[config.mk]
export PLATFORM = sky130hd
export DESIGN_NAME = spi_xfer_top
export DESIGN_NICKNAME = d
export VERILOG_FILES = /design/src/rtl/spi_xfer_pkg.sv /design/src/rtl/spi_cfg_reg.sv /design/src/rtl/spi_clkgen.sv /design/src/rtl/spi_shifter.sv /design/src/rtl/spi_xfer_top.sv
export SDC_FILE = /design/constraint.sdc
export NUM_CORES = 1
export LEC_CHECK = 0
export BUFFER_PORTS_ARGS = -buffer_cell sky130_fd_sc_hd__buf_4
export CORE_MARGIN = 2
export CORE_UTILIZATION = 58
export CTS_CLUSTER_SIZE = 16
export DETAILED_ROUTE_END_ITERATION = 6
export PLACE_DENSITY = 0.91
export SLEW_MARGIN = 0
export SYNTH_ARGS = -nofsm -noshare
export SYNTH_HDL_FRONTEND = slang
export SYNTH_SLANG_ARGS = --single-unit
[constraint.sdc]
create_clock -name clk -period 3.37 [get_ports clk]
set_clock_uncertainty 0.05 [all_clocks]
set_input_delay 0.5055 -clock clk [delete_from_list [all_inputs] [get_ports clk]]
set_output_delay 0.5055 -clock clk [all_outputs]
set_load 0.005 [all_outputs]
[src/rtl/spi_xfer_pkg.sv]
// Shared types for the SPI master transfer engine.
// Assumes nothing beyond a 3-bit divider field and single-bit mode controls.
package spi_xfer_pkg;

    // Latched configuration word.
    typedef struct packed {
        logic [2:0] div;
        logic       cpol;
        logic       cpha;
        logic       lsb_first;
        logic       wide;
        logic       rx_only;
        logic       bidir;
        logic       bidir_out;
        logic       sel_oe;
    } spi_cfg_t;

    // Shifter sequencing states.
    typedef enum logic {
        ST_IDLE = 1'b0,
        ST_XFER = 1'b1
    } spi_state_e;

endpackage

[src/rtl/spi_cfg_reg.sv]
// Configuration register. It latches a new setting on a write strobe only
// while the engine is idle. A setting that asks for receive-only and the
// shared-line mode at once is dropped. Assumes busy comes from the shifter.
module spi_cfg_reg
    import spi_xfer_pkg::*;
(
    input  logic     clk,
    input  logic     rst_n,
    input  logic     wr,
    input  logic     busy,
    input  spi_cfg_t cfg_in,
    output spi_cfg_t cfg_q
);

    logic legal;
    logic accept;

    // Legal when the two exclusive line modes are not both requested.
    always_comb begin
        legal  = !(cfg_in.rx_only && cfg_in.bidir);
        accept = wr && !busy && legal;
    end

    // Hold configuration, update on an accepted write.
    always_ff @(posedge clk) begin
        if (!rst_n) begin
            cfg_q <= '0;
        end else if (accept) begin
            cfg_q <= cfg_in;
        end
    end

endmodule

[src/rtl/spi_clkgen.sv]
// Half-period tick generator. While run is high it emits a one-cycle tick
// every 2^div system cycles. The count restarts whenever run is low.
// Assumes div is stable while run is high.
module spi_clkgen #(
    parameter int DIVW = 3
) (
    input  logic            clk,
    input  logic            rst_n,
    input  logic            run,
    input  logic [DIVW-1:0] div,
    output logic            tick
);

    localparam int CW = 2 ** DIVW;

    logic [CW-1:0] cnt_q;
    logic [CW-1:0] lim;

    // Terminal count for the selected half period.
    always_comb begin
        lim  = (CW'(1) << div) - CW'(1);
        tick = run && (cnt_q == lim);
    end

    // Count system cycles within a half period.
    always_ff @(posedge clk) begin
        if (!rst_n || !run) begin
            cnt_q <= '0;
        end else if (tick) begin
            cnt_q <= '0;
        end else begin
            cnt_q <= cnt_q + CW'(1);
        end
    end

endmodule

[src/rtl/spi_shifter.sv]
// Frame sequencer and shift registers. It counts sck edges per frame and
// picks the sampling and changing edges from the phase bit. It also
// assembles received words and decides whether to chain another frame.
// Assumes cfg is stable while busy and that tick comes from spi_clkgen.
module spi_shifter
    import spi_xfer_pkg::*;
#(
    parameter int DW = 16
) (
    input  logic          clk,
    input  logic          rst_n,
    input  spi_cfg_t      cfg,
    input  logic          enable,
    input  logic          tick,
    input  logic          tx_full,
    input  logic [DW-1:0] tx_buf,
    input  logic          miso_i,
    input  logic          mosi_i,
    output logic          run,
    output logic          load,
    output logic          sck,
    output logic          mosi_o,
    output logic          mosi_oe,
    output logic          rx_valid,
    output logic [DW-1:0] rx_data
);

    localparam int HW = DW / 2;
    localparam int EW = $clog2(2 * DW);

    spi_state_e    state_q;
    logic [EW-1:0] edge_q;
    logic [EW-1:0] last_edge;
    logic          sck_lvl_q;
    logic [DW-1:0] tx_sr_q;
    logic [DW-1:0] rx_sr_q;
    logic          rx_mode;
    logic          rx_capture;
    logic          start_ok;
    logic          frame_end;
    logic          sample_now;
    logic          shift_now;
    logic          in_bit;
    logic [DW-1:0] rx_shift;
    logic [DW-1:0] rx_next;
    logic [DW-1:0] rx_word;
    logic [DW-1:0] tx_shifted;

    // Mode decode, edge roles and start rule.
    always_comb begin
        rx_mode    = cfg.rx_only || (cfg.bidir && !cfg.bidir_out);
        rx_capture = !(cfg.bidir && cfg.bidir_out);
        start_ok   = enable && (rx_mode || tx_full);
        run        = (state_q == ST_XFER);
        last_edge  = cfg.wide ? EW'(2 * DW - 1) : EW'(DW - 1);
        frame_end  = run && tick && (edge_q == last_edge);
        sample_now = run && tick && (edge_q[0] == cfg.cpha);
        shift_now  = run && tick && (edge_q[0] != cfg.cpha)
                     && (edge_q != last_edge)
                     && !(cfg.cpha && (edge_q == '0));
        load       = start_ok && !rx_mode && ((state_q == ST_IDLE) || frame_end);
    end

    // Receive path: pick the input line and shift toward the frame end.
    always_comb begin
        in_bit   = cfg.bidir ? mosi_i : miso_i;
        rx_shift = cfg.lsb_first ? {in_bit, rx_sr_q[DW-1:1]}
                                 : {rx_sr_q[DW-2:0], in_bit};
        rx_next  = sample_now ? rx_shift : rx_sr_q;
        if (cfg.wide) begin
            rx_word = rx_next;
        end else if (cfg.lsb_first) begin
            rx_word = {{HW{1'b0}}, rx_next[DW-1:HW]};
        end else begin
            rx_word = {{HW{1'b0}}, rx_next[HW-1:0]};
        end
    end

    // Transmit path: current bit and next shifter contents.
    always_comb begin
        tx_shifted = cfg.lsb_first ? (tx_sr_q >> 1) : (tx_sr_q << 1);
        if (cfg.lsb_first) begin
            mosi_o = tx_sr_q[0];
        end else begin
            mosi_o = cfg.wide ? tx_sr_q[DW-1] : tx_sr_q[HW-1];
        end
        mosi_oe = !rx_mode;
        sck     = cfg.cpol ^ sck_lvl_q;
    end

    // Frame sequencing, edge counting and shift register updates.
    always_ff @(posedge clk) begin
        if (!rst_n) begin
            state_q   <= ST_IDLE;
            edge_q    <= '0;
            sck_lvl_q <= 1'b0;
            tx_sr_q   <= '0;
            rx_sr_q   <= '0;
            rx_valid  <= 1'b0;
            rx_data   <= '0;
        end else begin
            rx_valid <= 1'b0;
            case (state_q)
                ST_IDLE: begin
                    if (start_ok) begin
                        state_q   <= ST_XFER;
                        edge_q    <= '0;
                        sck_lvl_q <= 1'b0;
                        tx_sr_q   <= rx_mode ? '0 : tx_buf;
                        rx_sr_q   <= '0;
                    end
                end
                ST_XFER: begin
                    if (tick) begin
                        sck_lvl_q <= ~sck_lvl_q;
                        if (sample_now) rx_sr_q <= rx_shift;
                        if (shift_now)  tx_sr_q <= tx_shifted;
                        if (frame_end) begin
                            rx_valid <= rx_capture;
                            rx_data  <= rx_word;
                            edge_q   <= '0;
                            rx_sr_q  <= '0;
                            if (start_ok) begin
                                tx_sr_q <= rx_mode ? '0 : tx_buf;
                            end else begin
                                state_q <= ST_IDLE;
                            end
                        end else begin
                            edge_q <= edge_q + EW'(1);
                        end
                    end
                end
                default: state_q <= ST_IDLE;
            endcase
        end
    end

endmodule

[src/rtl/spi_xfer_top.sv]
// Top of the SPI master transfer engine. It joins the configuration
// register, the half-period tick generator and the shifter. It holds the
// one-word transmit buffer and drives the slave select.
// Assumes configuration writes are not made in a cycle that starts a frame.
module spi_xfer_top
    import spi_xfer_pkg::*;
#(
    parameter int DW   = 16,
    parameter int DIVW = 3
) (
    input  logic            clk,
    input  logic            rst_n,
    input  logic            enable,
    input  logic            cfg_we,
    input  logic [DIVW-1:0] cfg_div,
    input  logic            cfg_cpol,
    input  logic            cfg_cpha,
    input  logic            cfg_lsb_first,
    input  logic            cfg_wide,
    input  logic            cfg_rx_only,
    input  logic            cfg_bidir,
    input  logic            cfg_bidir_out,
    input  logic            cfg_sel_oe,
    input  logic            tx_wr,
    input  logic [DW-1:0]   tx_data,
    output logic            tx_empty,
    output logic            rx_valid,
    output logic [DW-1:0]   rx_data,
    output logic            busy,
    output logic            sck,
    output logic            mosi_o,
    output logic            mosi_oe,
    input  logic            mosi_i,
    input  logic            miso_i,
    output logic            ss_n
);

    spi_cfg_t      cfg_in;
    spi_cfg_t      cfg_q;
    logic          tick;
    logic          run;
    logic          load;
    logic          tx_full_q;
    logic [DW-1:0] tx_buf_q;

    // Gather configuration inputs into one word.
    always_comb begin
        cfg_in.div       = cfg_div;
        cfg_in.cpol      = cfg_cpol;
        cfg_in.cpha      = cfg_cpha;
        cfg_in.lsb_first = cfg_lsb_first;
        cfg_in.wide      = cfg_wide;
        cfg_in.rx_only   = cfg_rx_only;
        cfg_in.bidir     = cfg_bidir;
        cfg_in.bidir_out = cfg_bidir_out;
        cfg_in.sel_oe    = cfg_sel_oe;
    end

    spi_cfg_reg u_cfg (
        .clk    (clk),
        .rst_n  (rst_n),
        .wr     (cfg_we),
        .busy   (run),
        .cfg_in (cfg_in),
        .cfg_q  (cfg_q)
    );

    spi_clkgen #(.DIVW(DIVW)) u_clk (
        .clk   (clk),
        .rst_n (rst_n),
        .run   (run),
        .div   (cfg_q.div),
        .tick  (tick)
    );

    spi_shifter #(.DW(DW)) u_shf (
        .clk      (clk),
        .rst_n    (rst_n),
        .cfg      (cfg_q),
        .enable   (enable),
        .tick     (tick),
        .tx_full  (tx_full_q),
        .tx_buf   (tx_buf_q),
        .miso_i   (miso_i),
        .mosi_i   (mosi_i),
        .run      (run),
        .load     (load),
        .sck      (sck),
        .mosi_o   (mosi_o),
        .mosi_oe  (mosi_oe),
        .rx_valid (rx_valid),
        .rx_data  (rx_data)
    );

    // One-word transmit buffer: fill when free, drain when the shifter loads.
    always_ff @(posedge clk) begin
        if (!rst_n) begin
            tx_full_q <= 1'b0;
            tx_buf_q  <= '0;
        end else if (load) begin
            tx_full_q <= 1'b0;
        end else if (tx_wr && !tx_full_q) begin
            tx_full_q <= 1'b1;
            tx_buf_q  <= tx_data;
        end
    end

    // Status and select outputs.
    always_comb begin
        busy     = run;
        tx_empty = !tx_full_q;
        ss_n     = !(cfg_q.sel_oe && run);
    end

endmodule

==> qor.yml <==
post-route-period-util_pct: 91.9
critPathKind: "reg2reg"
portBuffers: 56
synthArstFlopShare_pct: 0
area_growth_pct: 14.5
grt_pass1_wl_um: 19600
grt_setup_unrepaired: "false"
tightest_slew_ns: 1.16
routed_wl_um: 11800
drv_slew: 0
critPathArrivalTime_ns: 3.30
ys_top_cells_by_count: "dfxtp_1 (92), nand2_1 (77), nor2_1 (47), a21oi_1 (44), mux2i_1 (29)"
syn_nets: 571
dp_hpwl_um: 8150
drive_gt1_share_pct: 21.4
finalHoldViolCount: 0
synth.largest_area_cell: "dfxtp_1"
vdd_ir_drop_max_mv: 0.222
initial_core_util_pct: 59.9
syn_inst: 533
fmax_mhz: 323
tns_ns: 0
clk-insertion-delay-late_ns: 0.37
path_clk_slew_ns: 0.09
powerDensity_nw_per_um2: 421
max_cap_viol_count: 0
cts_inserted_buffers: 9
die_w_um: 93.3
wl_per_cell_um: 17.2
post-route-cell-area_um2: 5300
grt_antenna_before_repair: 0
dpl_cell_area_um2: 5100
power.static_leakage_nw: 1.97
synth_edf_count: 0
synth_area_leaders: "dfxtp_1 (40%), mux2i_1 (6.3%), nand2_1 (6.2%)"
ys.flop_type: "dfxtp_1"
end_kind: "flip-flop"
ant_nets: 0
crit_required_ns: 3.57
cts.path.max_buffers: 2
grt_pass1_vias: 4143
setup_viol: 0
drt_iter0_drc: 365
core_um2: 7730
critPathMaxFanout: 18
grt_max_degree: 46
clockRootBuffer: "clkbuf_8"
ys_ff_latch: 92
avgSynthCellArea_um2: 8.69
place.gp.congestion: 0.921
yosysSeqAreaShare_pct: 39.8
synth_area_um2: 4630
synth_compound_area_share_pct: 20.5
status: "complete, no violations"
period_minus_slack_ns: 3.10
htree_levels: 3
n_antenna_cell: 0
drc: 0
fp.dieH_um: 93.3
start_kind: "flip-flop"
viasPerCell: 6.27
netlist-cell-type-count: 62
die_area_um2: 8710
grt_use_total_pct: 27.9
synth_top_area_share_pct: 39.8
holdCritPathClass: "in2reg"
synthSimpleGateAreaFrac_pct: 18.5
synthXorXnorAreaFrac_pct: 2.46
rows: 32
cts.sinks: 92
vias: 4298
whs_ns: 0.319
io_pins: 57
synthMuxAreaShare_pct: 13.8
dr.pass1.iters: 5
yosysMostFrequentCell: "dfxtp_1"
fin_nets: 616
synth-adder-area-share_pct: 1.08
slew_headroom_pct: 22.1
cts_tree: "done"
synth_top_family_by_area: "compound AO/OA/AOI/OAI gates"
yosys_warnings: 0
grt_overflow: 0
==> cell usage in the layout (no fill, tap or decap), types with 3 or more instances in the layout <==
master	count
clkbuf_8	9
o21ai_0	17
nand2b_1	5
a311oi_1	3
o22ai_1	5
o31ai_1	4
nand2_1	77
inv_1	7
nor2_1	47
o2bb2ai_1	5
nor3_1	7
ha_1	4
and3_1	3
a21oi_1	44
xnor2_1	6
a211oi_1	6
nor2b_1	6
dfxtp_1	92
xor2_1	7
o21ai_1	16
a221oi_1	4
a22o_1	13
a31oi_1	13
nand3_1	18
mux2_2	21
mux4_2	5
buf_4	65
mux2i_1	29
==> logic make-up (layout without fill, tap and decap cells) <==
| family | count (synthesis) | in the layout |
|---|---|---|
| simple gates | 182 | 182 |
| compound gates | 147 | 147 |
| flops | 92 | 92 |
| mux | 55 | 55 |
| buf+inv | 40 | 90 |
| xor+xnor | 13 | 13 |
| fa+ha+maj | 4 | 4 |
==> flip-flops by register name, indices dropped and copies added, names as in the netlist <==
register,flops
tx_buf_q,16
tx_full_q,1
u_cfg.cfg_q,11
u_clk.cnt_q,8
u_shf.edge_q,5
u_shf.run,1
u_shf.rx_data,16
u_shf.rx_sr_q,16
u_shf.rx_valid,1
u_shf.sck_lvl_q,1
u_shf.tx_sr_q,16
==> worst paths after layout <==
| check | cells after the start | slack, ns | to | start |
|---|---|---|---|---|
| worst max register to register | 11 | 0.27 | u_shf.rx_sr_q[4] | u_cfg.cfg_q[9] |
| worst min register to register | 2 | 0.42 | tx_buf_q[11] | tx_buf_q[11] |
| worst min-delay path | 2 | 0.32 | tx_full_q | enable |
| worst max-delay path | 11 | 0.27 | u_shf.rx_sr_q[4] | u_cfg.cfg_q[9] |
==> stage by stage <==
step                power, mW  cells  utilization, %  worst slack (ns)
global route             2.32    685            68.6            0.0262
global placement         1.54    668            66.0             0.443
finish                   2.23    685            68.6             0.272
floorplan                1.44    533               -             0.667
CTS                      2.22    684            68.3             0.247
detailed placement       1.56    668            66.0             0.281
==> per-layer routing <==
metal	share of wire [%]	global-route usage (%)	routed length (um)
met1	41	34.9	4860
met3	6.2	4.75	733
met4	2.4	13.0	286
met2	50	46.9	5890
met5	0	0	0
==> cell type report <==
cell class,count,area (um2)
multi-input combinational,401,2620
fill,608,2420
sequential,92,1840
timing repair buffer,66,508
tap,102,128
clock buffer,9,124
clock inverter,7,51.3
inverter,8,30.0
==> report_power, final <==
group | leakage (nW) | switching [mW] | internal [mW] | total [mW]
Combinational | 1.13 | 0.208 | 0.157 | 0.365
Sequential | 0.747 | 0.0539 | 1.13 | 1.18
Clock | 0.0856 | 0.417 | 0.271 | 0.688
==> what timing repair did <==
action	in CTS	in global routing
gates resized for setup	0	1
endpoints found under the setup margin	0	21
setup buffers	0	1
hold buffers	0	0
==> critical path, stage by stage (launching register included) <==
cell and delay, ns:
dfxtp_1 0.42, or3_1 0.38, ha_1 0.30, nor4b_2 0.30
nor2_1 0.11, a31oi_2 0.23, nand4_2 0.16, buf_4 0.26
o21ai_2 0.23, a21oi_4 0.12, buf_12 0.19, a22o_1 0.24
No activity file was read; power rests on OpenSTA's default activity.
